File: config.mk
export PLATFORM = sky130hd
export DESIGN_NAME = wdog_magic_top
export DESIGN_NICKNAME = d
export VERILOG_FILES = /design/src/rtl/wdog_pkg.sv /design/src/rtl/wdog_cmd_dec.sv /design/src/rtl/wdog_ctrl_state.sv /design/src/rtl/wdog_dcnt.sv /design/src/rtl/wdog_magic_top.sv
export SDC_FILE = /design/constraint.sdc
export NUM_CORES = 1
export LEC_CHECK = 0
export BUFFER_PORTS_ARGS = -buffer_cell sky130_fd_sc_hd__buf_2
export CORE_MARGIN = 4
export CORE_UTILIZATION = 48
export DETAILED_ROUTE_END_ITERATION = 12
export HOLD_SLACK_MARGIN = 0.08
export PLACE_DENSITY = 0.77
export SLEW_MARGIN = 20
export SYNTH_ARGS = -nofsm -noshare
export SYNTH_HDL_FRONTEND = slang
export SYNTH_HIERARCHICAL = 1
export SYNTH_SLANG_ARGS = --single-unit
File: constraint.sdc
create_clock -name clk -period 4.6 [get_ports clk]
set_clock_uncertainty 0.05 [all_clocks]
set_input_delay 0.92 -clock clk [delete_from_list [all_inputs] [get_ports clk]]
set_output_delay 0.92 -clock clk [all_outputs]
set_load 0.05 [all_outputs]
File: src/rtl/wdog_pkg.sv
package wdog_pkg;

    localparam int CMD_W = 16;

    localparam logic [CMD_W-1:0] K_HALT = 16'h3877;
    localparam logic [CMD_W-1:0] K_RUN  = 16'h4A4B;
    localparam logic [CMD_W-1:0] K_ACK  = 16'h7482;
    localparam logic [CMD_W-1:0] K_OPEN = 16'hAB00;
    localparam logic [CMD_W-1:0] K_SEAL = 16'hAB01;
    localparam logic [CMD_W-1:0] K_FILL = 16'hDEAF;

    typedef enum logic [2:0] {
        OP_NONE,
        OP_HALT,
        OP_RUN,
        OP_ACK,
        OP_OPEN,
        OP_SEAL,
        OP_FILL
    } wd_op_e;

    typedef struct packed {
        wd_op_e op;
        logic   cnt_wr;
    } wd_req_t;

    function automatic wd_op_e decode_word(input logic [CMD_W-1:0] w);
        wd_op_e r;
        case (w)
            K_HALT:  r = OP_HALT;
            K_RUN:   r = OP_RUN;
            K_ACK:   r = OP_ACK;
            K_OPEN:  r = OP_OPEN;
            K_SEAL:  r = OP_SEAL;
            K_FILL:  r = OP_FILL;
            default: r = OP_NONE;
        endcase
        return r;
    endfunction

endpackage

File: src/rtl/wdog_cmd_dec.sv
module wdog_cmd_dec
    import wdog_pkg::*;
#(
    parameter int ADDR_W   = 4,
    parameter int DATA_W   = 32,
    parameter logic [ADDR_W-1:0] CTRL_OFS = 'h0,
    parameter logic [ADDR_W-1:0] CNT_OFS  = 'h4
) (
    input  logic              we,
    input  logic [ADDR_W-1:0] addr,
    input  logic [DATA_W-1:0] wdata,
    output wd_req_t           req
);

    always_comb begin
        req.op     = OP_NONE;
        req.cnt_wr = 1'b0;
        if (we && addr == CTRL_OFS) begin
            req.op = decode_word(wdata[CMD_W-1:0]);
        end
        if (we && addr == CNT_OFS) begin
            req.cnt_wr = 1'b1;
        end
    end

endmodule

File: src/rtl/wdog_ctrl_state.sv
module wdog_ctrl_state
    import wdog_pkg::*;
(
    input  logic   clk,
    input  logic   rst,
    input  wd_op_e op,
    input  logic   expire,
    output logic   running,
    output logic   unlocked,
    output logic   irq
);

    always_ff @(posedge clk) begin
        if (rst) begin
            running  <= 1'b0;
            unlocked <= 1'b0;
            irq      <= 1'b0;
        end else begin
            case (op)
                OP_HALT: running  <= 1'b0;
                OP_RUN:  running  <= 1'b1;
                OP_OPEN: unlocked <= 1'b1;
                OP_SEAL: unlocked <= 1'b0;
                default: ;
            endcase
            if (expire) begin
                irq <= 1'b1;
            end else if (op == OP_ACK) begin
                irq <= 1'b0;
            end
        end
    end

endmodule

File: src/rtl/wdog_dcnt.sv
module wdog_dcnt #(
    parameter int CNT_W  = 20,
    parameter int FRAC_W = 4,
    localparam int REG_W = CNT_W - FRAC_W
) (
    input  logic             clk,
    input  logic             rst,
    input  logic             tick,
    input  logic             running,
    input  logic             fill,
    input  logic             ld,
    input  logic [REG_W-1:0] ld_val,
    output logic [CNT_W-1:0] cnt,
    output logic             expire,
    output logic             rst_req
);

    localparam logic [CNT_W-1:0] CNT_MAX = {{REG_W{1'b1}}, {FRAC_W{1'b0}}};
    localparam logic [CNT_W-1:0] CNT_ONE = CNT_W'(1);

    logic step;

    assign step   = running && tick && (cnt != '0) && !fill && !ld;
    assign expire = step && (cnt == CNT_ONE);

    always_ff @(posedge clk) begin
        if (rst) begin
            cnt     <= CNT_MAX;
            rst_req <= 1'b0;
        end else begin
            rst_req <= expire;
            if (fill) begin
                cnt <= CNT_MAX;
            end else if (ld) begin
                cnt <= {ld_val, {FRAC_W{1'b0}}};
            end else if (step) begin
                cnt <= cnt - CNT_ONE;
            end
        end
    end

endmodule

File: src/rtl/wdog_magic_top.sv
module wdog_magic_top
    import wdog_pkg::*;
#(
    parameter int ADDR_W = 4,
    parameter int DATA_W = 32,
    parameter int CNT_W  = 20,
    parameter int FRAC_W = 4,
    parameter logic [ADDR_W-1:0] CTRL_OFS = 'h0,
    parameter logic [ADDR_W-1:0] CNT_OFS  = 'h4
) (
    input  logic              clk,
    input  logic              rst,
    input  logic              tick,
    input  logic              bus_we,
    input  logic [ADDR_W-1:0] bus_addr,
    input  logic [DATA_W-1:0] bus_wdata,
    output logic [DATA_W-1:0] bus_rdata,
    output logic              irq,
    output logic              rst_req
);

    localparam int REG_W = CNT_W - FRAC_W;

    wd_req_t          req;
    logic             running;
    logic             unlocked;
    logic             expire;
    logic             fill;
    logic             ld;
    logic             ack;
    logic [CNT_W-1:0] cnt;

    wdog_cmd_dec #(
        .ADDR_W  (ADDR_W),
        .DATA_W  (DATA_W),
        .CTRL_OFS(CTRL_OFS),
        .CNT_OFS (CNT_OFS)
    ) u_dec (
        .we   (bus_we),
        .addr (bus_addr),
        .wdata(bus_wdata),
        .req  (req)
    );

    wdog_ctrl_state u_state (
        .clk     (clk),
        .rst     (rst),
        .op      (req.op),
        .expire  (expire),
        .running (running),
        .unlocked(unlocked),
        .irq     (irq)
    );

    assign fill = (req.op == OP_FILL);
    assign ack  = (req.op == OP_ACK);
    assign ld   = req.cnt_wr && unlocked;

    wdog_dcnt #(
        .CNT_W (CNT_W),
        .FRAC_W(FRAC_W)
    ) u_cnt (
        .clk    (clk),
        .rst    (rst),
        .tick   (tick),
        .running(running),
        .fill   (fill),
        .ld     (ld),
        .ld_val (bus_wdata[REG_W-1:0]),
        .cnt    (cnt),
        .expire (expire),
        .rst_req(rst_req)
    );

    always_comb begin
        bus_rdata = '0;
        if (bus_addr == CNT_OFS) begin
            bus_rdata[REG_W-1:0] = cnt[CNT_W-1:FRAC_W];
        end
    end

endmodule

==> impl_metrics.tcl <==
set metrics [dict create \
    status "complete, no violations" \
    synth_seq_cells 24 \
    critPathMaxFanout 9 \
    place_congestion 0.833 \
    tightestPinTransition_ns 0.876 \
    drv_slew 0 \
    syn_inst 221 \
    io_buffers 41 \
    hold_viol 0 \
    p_leak_nw 0.761 \
    setup_viol 0 \
    cts-htree-levels 1 \
    start_util_pct 51.5 \
    crit_type "in2reg" \
    cts_resized 0 \
    clkLatencyLatePin_ns 0.27 \
    diodes 0 \
    syn_avg_cell_area_sq_um 8.08 \
    coreArea_sq_mm 0.00347 \
    max_slew_margin_pct 41.0 \
    first_iter_violations 107 \
    area_growth_pct 12.5 \
    grt.met2_usage_pct 27.9 \
    grt_pass1_wl_um 7090 \
    cts_tree "built" \
    cts_buffers 3 \
    rr_startpoint "u_cnt/cnt[8]" \
    clk_pin_slew_ns 0.08 \
    vias 1709 \
    ant_nets 0 \
    power.density_mw_per_mm2 215 \
    clockBufferDepth 2 \
    comb_power_share_pct 18.8 \
    rows 21 \
    synth_warnings 6 \
    overflow 0 \
    firstDrtPassIters 6 \
    cp-end-kind "register" \
    grt_most_used_layer "met2" \
    wl_per_cell_um 14.2 \
    die_x_um 69.0 \
    critical_path_arrival_ns 4.12 \
    cts-root-buf "clkbuf_8" \
    power_mw 0.432 \
    synth.distinct_cells 52 \
    rsz0062_at_grt "no" \
    pin_count 74 \
    min_period_ns 3.98 \
    finalCritPeriodShare_pct 86.4 \
    cts_setup_buffers 0 \
    antenna_found_initial 0 \
    final_nets 304 \
    seq_area_frac_synth_pct 26.9 \
    drc 0 \
    vias_per_cell 5.58 \
    die_area_sq_mm 0.00476 \
    required_ns 4.74 \
    hpwl_um 3250 \
    crit_path_start_kind "input port" \
    clkPwrFrac_pct 33.1 \
    use_met3_pct 4.94 \
    drive_gt1_share_pct 29.2 \
    grt_start_max_net_pins 17 \
    ff2ff_setup_slack_ns 1.64 \
    ir_drop_mv 0.0968 \
    max_freq_mhz 251 \
    hp-start "u_state/running" \
    drv_cap 0 \
    grt_util_all_layers_pct 17.6 \
    nFillCells 330 \
    fin_setup_tns_ns 0 \
    hold_class "reg2reg" \
    die_h_um 69.0 \
    cp-startpoint "bus_wdata[2]" \
    grt_use_met1_pct 22.9 \
    internal-power_mw 0.302 \
    cts.sinks 24 \
    grt_pass1_vias 1525 \
    sw_frac_of_total_pct 30.1 \
    totalWireLength_um 4350 \
    async_flop_share_pct 0 \
    p_switching_mw 0.130 \
    ctsHoldBuffers 0 \
    synth_edf_count 0 \
    seq_power_share_pct 48.1 \
    syn_area_sq_mm 0.00179 \
    ys.flop_type "dfxtp_1" \
]
## cells by family after synthesis
logic type,after synthesis,synth area share [%]
simple gates,115,40.8
flops,24,26.9
compound gates,46,17.3
fa+ha+maj,3,2.10
buf+inv,26,9.73
xor+xnor,6,2.94
other cells,1,0.210
## cells in the mapped netlist (2+ instances only)
master	number	area [sq um]
or4_1	6	45.0
a311oi_1	2	17.5
a21oi_1	9	45.0
buf_4	16	120
nor2b_1	2	12.5
nand2_1	7	26.3
nand2b_1	2	12.5
nand3_1	4	20.0
or2_2	3	18.8
nor4bb_1	2	20.0
or4_2	2	17.5
dfxtp_1	24	480
a211oi_1	2	15.0
nand4_1	4	25.0
o31ai_1	5	37.5
clkbuf_1	2	7.51
inv_1	4	15.0
and2_1	7	43.8
nor3_1	6	30.0
buf_6	2	22.5
ha_1	3	37.5
a31oi_1	12	75.1
and2_2	12	90.1
or3_2	5	37.5
a211o_1	2	17.5
or3_1	8	50.1
nor4b_1	2	17.5
nor4_1	5	31.3
nor2_1	28	105
o21ai_0	7	35.0
xnor2_1	5	43.8
## metrics by stage
| step | utilization, % | hold slack [ns] | setup slack (ns) | cell area, sq um | cells |
|---|---|---|---|---|---|
| 6_report | 57.9 | 0.443 | 0.623 | 2010 | 306 |
| 5_1_grt | 57.9 | 0.469 | 0.502 | 2010 | 306 |
| 4_1_cts | 57.9 | 0.445 | 0.687 | 2010 | 306 |
| 3_5_place_dp | 56.3 | 0.429 | 0.393 | 1950 | 302 |
| 3_3_place_gp | 56.3 | 0.425 | 0.448 | 1950 | 302 |
| 2_1_floorplan | - | 0.402 | 0.903 | 1840 | 236 |
## flip-flops by register name, summed over array words and instances (netlist names)
name              count
u_cnt/cnt            20
u_cnt/rst_req         1
u_state/irq           1
u_state/running       1
u_state/unlocked      1
## layer usage
metal / vias to the layer above / share of wire (%)
met5: - / 0
met4: 0 / 1.0
met3: 5 / 6.9
met2: 66 / 45
met1: 775 / 47
li1: 863 / -
## critical path, stage by stage
cell and delay, ns:
buf_2 0.14, or3_1 0.37, nor4_2 0.24, nand3_1 0.15
o32ai_2 0.33, nor2_1 0.14, and3b_1 0.36, nand3_1 0.25
a211o_1 0.46, or4_2 0.57, a31oi_1 0.19
## layout by cell type, fill, tap and decap left out, drive strengths merged, types with 3 or more instances in the layout
cell / Yosys / layout
nand4: 4 / 4
nand3: 4 / 4
or2: 4 / 4
and2: 19 / 19
or4: 8 / 8
or3: 13 / 13
conb: 1 / 16
nor3: 6 / 6
ha: 3 / 3
clkbuf: 3 / 4
nor4: 6 / 6
o21ai: 7 / 7
nor2: 28 / 28
a21oi: 9 / 9
inv: 4 / 4
o31ai: 5 / 5
dfxtp: 24 / 24
nand2: 7 / 7
nor4b: 4 / 4
a31oi: 12 / 12
xnor2: 5 / 5
buf: 19 / 42
## layout make-up
| type | instances | area, sq um | area share (%) |
|---|---|---|---|
| Multi-Input combinational cell | 186 | 1190 | 59.2 |
| Tap cell | 46 | 57.6 | 2.86 |
| Inverter | 4 | 15.0 | 0.747 |
| Sequential cell | 24 | 480 | 23.9 |
| Timing Repair Buffer | 42 | 213 | 10.6 |
| Clock buffer | 4 | 55.1 | 2.74 |
## power by group through the flow
stage | logic, mW | clock network [mW] | registers [mW]
floorplan | 0.0661 | 0 | 0.212
global placement | 0.0801 | 0 | 0.212
detailed placement | 0.0806 | 0 | 0.212
CTS | 0.0807 | 0.149 | 0.208
global route | 0.0858 | 0.155 | 0.208
finish | 0.0812 | 0.143 | 0.207
## worst paths after layout
check                          to  cells past startpoint
setup / recovery    u_cnt/cnt[10]                     11
hold / removal    u_state/running                      2
setup reg to reg      u_state/irq                      7
hold reg to reg   u_state/running                      2
Power figures use the tool's default switching activity.
